## src/rtl/cbt_pkg.sv

```systemverilog
package cbt_pkg;
  typedef enum logic [1:0] {
    SEG_SYNC = 2'd0,
    SEG_TS1  = 2'd1,
    SEG_TS2  = 2'd2
  } seg_e;
endpackage

```

## src/rtl/cbt_prescaler.sv

```systemverilog
// Divides the clock by div_i+1; tick_o marks the last clock of each quantum.
module cbt_prescaler #(
  parameter int BRP_W = 6
) (
  input  logic             clk,
  input  logic             rst_n,
  input  logic [BRP_W-1:0] div_i,
  output logic             tick_o
);
  logic [BRP_W-1:0] cnt_q;

  assign tick_o = (cnt_q == div_i);

  always_ff @(posedge clk) begin
    if (!rst_n)      cnt_q <= '0;
    else if (tick_o) cnt_q <= '0;
    else             cnt_q <= cnt_q + BRP_W'(1);
  end
endmodule

```

## src/rtl/cbt_edge_detect.sv

```systemverilog
// Notes recessive-to-dominant transitions and holds them until the quantum ends.
module cbt_edge_detect (
  input  logic clk,
  input  logic rst_n,
  input  logic rx_i,
  input  logic tick_i,
  output logic edge_o
);
  logic prev_q;
  logic pend_q;
  logic fall;

  assign fall   = prev_q & ~rx_i;
  assign edge_o = pend_q | fall;

  always_ff @(posedge clk) begin
    if (!rst_n) begin
      prev_q <= 1'b1;
      pend_q <= 1'b0;
    end else begin
      prev_q <= rx_i;
      pend_q <= tick_i ? 1'b0 : (pend_q | fall);
    end
  end
endmodule

```

## src/rtl/cbt_bit_fsm.sv

```systemverilog
// Segment sequencer with phase-error correction, one step per quantum.
module cbt_bit_fsm
  import cbt_pkg::*;
#(
  parameter int T1_W  = 4,
  parameter int T2_W  = 3,
  parameter int SJW_W = 2
) (
  input  logic             clk,
  input  logic             rst_n,
  input  logic             tick_i,
  input  logic             edge_i,
  input  logic             hard_sync_i,
  input  logic             rx_i,
  input  logic [T1_W-1:0]  tseg1_i,
  input  logic [T2_W-1:0]  tseg2_i,
  input  logic [SJW_W-1:0] sjw_i,
  output seg_e             seg_o,
  output logic             smp_valid_o,
  output logic             smp_bit_o,
  output logic             bit_start_o
);
  localparam int MAX_W = (T1_W > T2_W) ? ((T1_W > SJW_W) ? T1_W : SJW_W)
                                       : ((T2_W > SJW_W) ? T2_W : SJW_W);
  localparam int Q_W = MAX_W + 1;

  seg_e         seg_q, seg_n;
  logic [Q_W-1:0] pos_q, pos_n;
  logic [Q_W-1:0] adj_q, adj_n;
  logic         used_q, used_n;
  logic         val_q, val_n;
  logic         bit_q, bit_n;
  logic         bs_q, bs_n;

  logic [Q_W-1:0] t1, t2, jw;
  logic [Q_W-1:0] late_err, late_adj;
  logic [Q_W-1:0] early_err, early_adj;
  logic [Q_W-1:0] eff_adj;
  logic           resync;

  assign t1 = Q_W'(tseg1_i);
  assign t2 = Q_W'(tseg2_i);
  assign jw = Q_W'(sjw_i) + Q_W'(1);

  assign resync    = edge_i & ~used_q;
  assign late_err  = pos_q + Q_W'(1);
  assign late_adj  = (late_err < jw) ? late_err : jw;
  assign early_err = (t2 > pos_q) ? (t2 - pos_q) : '0;
  assign early_adj = (early_err < jw) ? early_err : jw;

  always_comb begin
    seg_n   = seg_q;
    pos_n   = pos_q;
    adj_n   = adj_q;
    used_n  = used_q;
    val_n   = 1'b0;
    bit_n   = bit_q;
    bs_n    = 1'b0;
    eff_adj = adj_q;
    if (tick_i) begin
      if (hard_sync_i && edge_i) begin
        seg_n  = SEG_TS1;
        pos_n  = '0;
        adj_n  = '0;
        used_n = 1'b1;
      end else begin
        unique case (seg_q)
          SEG_SYNC: begin
            seg_n  = SEG_TS1;
            pos_n  = '0;
            used_n = used_q | edge_i;
          end
          SEG_TS1: begin
            if (resync) begin
              eff_adj = late_adj;
              used_n  = 1'b1;
            end
            if (pos_q >= t1 + eff_adj) begin
              seg_n = SEG_TS2;
              pos_n = '0;
              adj_n = '0;
              val_n = 1'b1;
              bit_n = rx_i;
            end else begin
              pos_n = pos_q + Q_W'(1);
              adj_n = eff_adj;
            end
          end
          SEG_TS2: begin
            if (resync) begin
              eff_adj = early_adj;
              used_n  = 1'b1;
            end
            if (pos_q + eff_adj >= t2) begin
              seg_n  = SEG_SYNC;
              pos_n  = '0;
              adj_n  = '0;
              used_n = 1'b0;
              bs_n   = 1'b1;
            end else begin
              pos_n = pos_q + Q_W'(1);
              adj_n = eff_adj;
            end
          end
          default: begin
            seg_n  = SEG_SYNC;
            pos_n  = '0;
            adj_n  = '0;
            used_n = 1'b0;
          end
        endcase
      end
    end
  end

  always_ff @(posedge clk) begin
    if (!rst_n) begin
      seg_q  <= SEG_SYNC;
      pos_q  <= '0;
      adj_q  <= '0;
      used_q <= 1'b0;
      val_q  <= 1'b0;
      bit_q  <= 1'b1;
      bs_q   <= 1'b0;
    end else begin
      seg_q  <= seg_n;
      pos_q  <= pos_n;
      adj_q  <= adj_n;
      used_q <= used_n;
      val_q  <= val_n;
      bit_q  <= bit_n;
      bs_q   <= bs_n;
    end
  end

  assign seg_o       = seg_q;
  assign smp_valid_o = val_q;
  assign smp_bit_o   = bit_q;
  assign bit_start_o = bs_q;
endmodule

```

## src/rtl/can_bit_timing.sv

```systemverilog
module can_bit_timing
  import cbt_pkg::*;
#(
  parameter int BRP_W = 6,
  parameter int T1_W  = 4,
  parameter int T2_W  = 3,
  parameter int SJW_W = 2
) (
  input  logic             clk,
  input  logic             rst_n,
  input  logic             rx_i,
  input  logic             hard_sync_i,
  input  logic [BRP_W-1:0] brp_i,
  input  logic [T1_W-1:0]  tseg1_i,
  input  logic [T2_W-1:0]  tseg2_i,
  input  logic [SJW_W-1:0] sjw_i,
  output logic             tq_tick_o,
  output logic             rx_bit_o,
  output logic             rx_valid_o,
  output logic             bit_start_o,
  output logic [1:0]       seg_o
);
  logic tick;
  logic fall_seen;
  seg_e seg;

  cbt_prescaler #(.BRP_W(BRP_W)) u_presc (
    .clk    (clk),
    .rst_n  (rst_n),
    .div_i  (brp_i),
    .tick_o (tick)
  );

  cbt_edge_detect u_edge (
    .clk    (clk),
    .rst_n  (rst_n),
    .rx_i   (rx_i),
    .tick_i (tick),
    .edge_o (fall_seen)
  );

  cbt_bit_fsm #(.T1_W(T1_W), .T2_W(T2_W), .SJW_W(SJW_W)) u_fsm (
    .clk         (clk),
    .rst_n       (rst_n),
    .tick_i      (tick),
    .edge_i      (fall_seen),
    .hard_sync_i (hard_sync_i),
    .rx_i        (rx_i),
    .tseg1_i     (tseg1_i),
    .tseg2_i     (tseg2_i),
    .sjw_i       (sjw_i),
    .seg_o       (seg),
    .smp_valid_o (rx_valid_o),
    .smp_bit_o   (rx_bit_o),
    .bit_start_o (bit_start_o)
  );

  assign tq_tick_o = tick;
  assign seg_o     = seg;
endmodule

```

## config.mk

```make
export PLATFORM = sky130hd
export DESIGN_NAME = can_bit_timing
export DESIGN_NICKNAME = d
export VERILOG_FILES = /design/src/rtl/cbt_pkg.sv /design/src/rtl/cbt_prescaler.sv /design/src/rtl/cbt_edge_detect.sv /design/src/rtl/cbt_bit_fsm.sv /design/src/rtl/can_bit_timing.sv
export SDC_FILE = /design/constraint.sdc
export NUM_CORES = 1
export LEC_CHECK = 0
export CAP_MARGIN = 25
export CORE_ASPECT_RATIO = 0.7
export CORE_UTILIZATION = 25
export CTS_BUF_LIST = sky130_fd_sc_hd__clkbuf_16
export DETAILED_ROUTE_END_ITERATION = 8
export GPL_TIMING_DRIVEN = 0
export PLACE_DENSITY = 0.42
export SYNTH_ARGS = -nofsm -noshare
export SYNTH_HDL_FRONTEND = slang
export SYNTH_SLANG_ARGS = --single-unit
```

## constraint.sdc

```tcl
create_clock -name clk -period 5.7 [get_ports clk]
set_input_delay 0.855 -clock clk [delete_from_list [all_inputs] [get_ports clk]]
set_output_delay 0.855 -clock clk [all_outputs]
set_load 0.01 [all_outputs]
```

==> impl_metrics.ini <==
[clocking]
htreeDepth = 1
cts.sinks = 24
clock_latency_ps = 260
cts_hold_buf = 0
root_buffer = clkbuf_16
clkTransAtPathRegs_ps = 60
cts_made_buffers = 3
clockBufferDepth = 2
cts_tree = built

[cells_and_area]
drive_above_1_share_pct = 8.31
fillers = 905
n_antenna_cell = 0
layout.nets = 354
area_growth_syn_to_layout_pct = 23.9

[logic_synthesis]
ys_async_sr_fraction_pct = 0
yosysUniqueCellTypes = 61
synth_top_cell_by_area = dfxtp_1
yosysWarningCount = 0
synth_edf_count = 0
seq_area_frac_synth_pct = 21.7
syn_area_per_cell_um2 = 8.20
synth_commonest_cells = nor2_1, ha_1, inv_1
synthFlopType = dfxtp_1
synth_area_mm2 = 0.00221
synth_nets = 322
ys_ff_latch = 24
synth_top_area_share_pct = 21.7
synth_cells = 270
yosysMostFrequentCell = nor2_1
synth.area.top_cells = dfxtp_1, ha_1, nor2_1, inv_1, xnor2_1

[critical_path]
worstSetupStartpoint = tseg2_i[1]
r2r-start = u_fsm.pos_q[1]$_SDFFE_PN0P_
rr_worst_depth = 20
worst_ep_arrival_time_ps = 5540
critPathMaxFanout = 4
worst_setup_path_end_kind = flip-flop
required_ps = 5900
crit_path_start_kind = input port
setup.worst_path.class = in -> reg

[sta]
fin_ws_ps = 361
slew-limit-headroom_pct = 56.6
finalCritPeriodShare_pct = 93.7
fin_crit_ps = 5340
worst_pin_slew_ps = 649
final.setup.tns_ps = 0
clock.fmax_mhz = 187
skew_ps = 1.30
final-max-slew-violation-count = 0
hold_viol = 0
finalSetupViolations = 0

[floorplanning]
core_area_mm2 = 0.00851
die_h_um = 80.7
dieArea_mm2 = 0.00924
die_width_um = 114
fp-row-count = 28
io_pins = 25
start_util_pct = 26.0

[global_route]
antenna_found_initial = 0
grt_pass1_wl_mm = 9.92
first_global_vias = 1857
grt_use_met2_pct = 18.7
gr-usage-met3_pct = 2.04
globalRouteTotalUtil_pct = 14.0
grt_overflow = 0
grt_busiest_layer = met1
grt_max_degree = 14
grtUsageMet1_pct = 23.2

[placed_design]
dp_worst_setup_slack_ps = -203
hpwl_mm = 4.82
numPortBuffers = 24
gp_congestion = 0.793

[power]
power_leakage_nw = 1.16
p_per_area_mw_per_mm2 = 170
vdd_drop_max_mv = 0.0899

[route]
drc = 0
wl_per_cell_um = 14.3
vias_per_cell = 4.61
vias = 1940
firstDrtPassIters = 4
dr.first_iter.drc_count = 116
ant_nets = 0
wirelength_mm = 6.00

[status]
outcome = finished clean

[flow_run]
drv_cap = 0

[min_path]
min_from = u_fsm.adj_q[3]$_SDFFE_PN0P_
hp-class = reg -> reg
hold_depth = 1
## repair_timing
action                                 CTS  global route
buffers inserted                         0             3
resized for setup                        0            10
setup endpoints to repair                0            14
endpoints found under the hold margin    0             0
## worst paths after layout
path,slack [ps],end
max,360,u_fsm.adj_q[0]$_SDFFE_PN0P_
min,480,u_fsm.adj_q[3]$_SDFFE_PN0P_
max reg2reg,710,u_fsm.adj_q[0]$_SDFFE_PN0P_
min reg2reg,480,u_fsm.adj_q[3]$_SDFFE_PN0P_
## state kept, by name (all words and copies together) (netlist names)
name / flops
u_fsm.pos_q: 5
u_fsm.adj_q: 5
u_fsm.seg_o: 2
u_edge.prev_q: 1
u_fsm.smp_bit_o: 1
u_fsm.smp_valid_o: 1
u_presc.cnt_q: 6
u_fsm.bit_start_o: 1
u_edge.pend_q: 1
u_fsm.used_q: 1
## report_power, final
part	total (mW)	internal (mW)	switching, mW
sequential	0.174	0.171	0.00332
combinational	0.133	0.0604	0.0726
clock	0.158	0.0940	0.0636
## through the flow
stage / cell area [µm²] / std cells / power [mW] / util, % / hold slack, ps
6_report: 2740 / 421 / 0.465 / 32.2 / 478
5_1_grt: 2740 / 421 / 0.497 / 32.2 / 503
4_1_cts: 2680 / 418 / 0.466 / 31.5 / 478
3_5_place_dp: 2600 / 414 / 0.304 / 30.6 / 455
3_3_place_gp: 2600 / 414 / 0.303 / 30.6 / 454
2_1_floorplan: 2210 / 270 / 0.263 / - / 430
## cells in the final DEF, fill, tap and decap left out, types with 2 or more instances in the layout
| cell type | netlist | final |
|---|---|---|
| a31oi_1 | 2 | 2 |
| a211o_1 | 3 | 3 |
| nor3_2 | 2 | 2 |
| dfxtp_1 | 24 | 24 |
| o21ai_0 | 7 | 6 |
| or4b_1 | 2 | 2 |
| o221ai_1 | 4 | 3 |
| nor2b_1 | 4 | 4 |
| nor2_1 | 31 | 30 |
| xor2_1 | 6 | 6 |
| ha_1 | 30 | 30 |
| nand2b_1 | 5 | 5 |
| clkbuf_1 | 4 | 4 |
| fa_1 | 3 | 3 |
| o21ai_1 | 5 | 5 |
| a21o_1 | 6 | 6 |
| nor3b_1 | 4 | 3 |
| buf_4 | 0 | 4 |
| xnor2_1 | 10 | 10 |
| nand3_1 | 10 | 10 |
| clkbuf_16 | 0 | 3 |
| o211ai_1 | 5 | 5 |
| and3_1 | 5 | 5 |
| inv_1 | 28 | 28 |
| nand2_1 | 17 | 17 |
| a21oi_1 | 11 | 10 |
| and2_1 | 5 | 5 |
| clkdlybuf4s50_1 | 0 | 24 |
## area by class of cell
type                       instances  area (µm²)  area share [%]
buffer                             5        22.5           0.822
clock buffer                       3        75.1            2.74
clock inverter                     1        3.75           0.137
inverter                          29         109            3.97
multi-input combinational        212        1640            59.7
sequential                        24         480            17.5
tap                              120         150            5.48
timing repair buffer              27         263            9.58
## critical path, cell delays in order
cell and delay (ps):
clkdlybuf4s50_1 480, ha_1 330, nand2b_1 70, a211o_1 380
nor3b_2 260, ha_1 270, o21ai_0 170, o311a_1 210
o32ai_2 90, nor2_1 170, ha_1 190, inv_1 50
fa_1 480, inv_1 50, ha_1 280, a211oi_2 270
o221ai_2 170, nor2_1 190, or4b_1 480, nand3_1 100
## per-layer routing
layer  part of all wire [%]  vias to the layer above  routed length, µm
met5                      0                        -                  0
met4                   0.50                        0                 30
met3                    2.6                        5                156
met2                     38                       25               2260
met1                     59                      881               3550
li1                       -                     1029                  -
## kinds of logic after synthesis
family / count (synthesis) / synth area share, %
fa+ha+maj: 33 / 19.7
simple gates: 94 / 21.9
flops: 24 / 21.7
buf+inv: 34 / 5.82
mux: 3 / 1.47
xor+xnor: 17 / 7.35
compound gates: 65 / 22.1
Note: power is estimated with default switching activity, not from simulation.
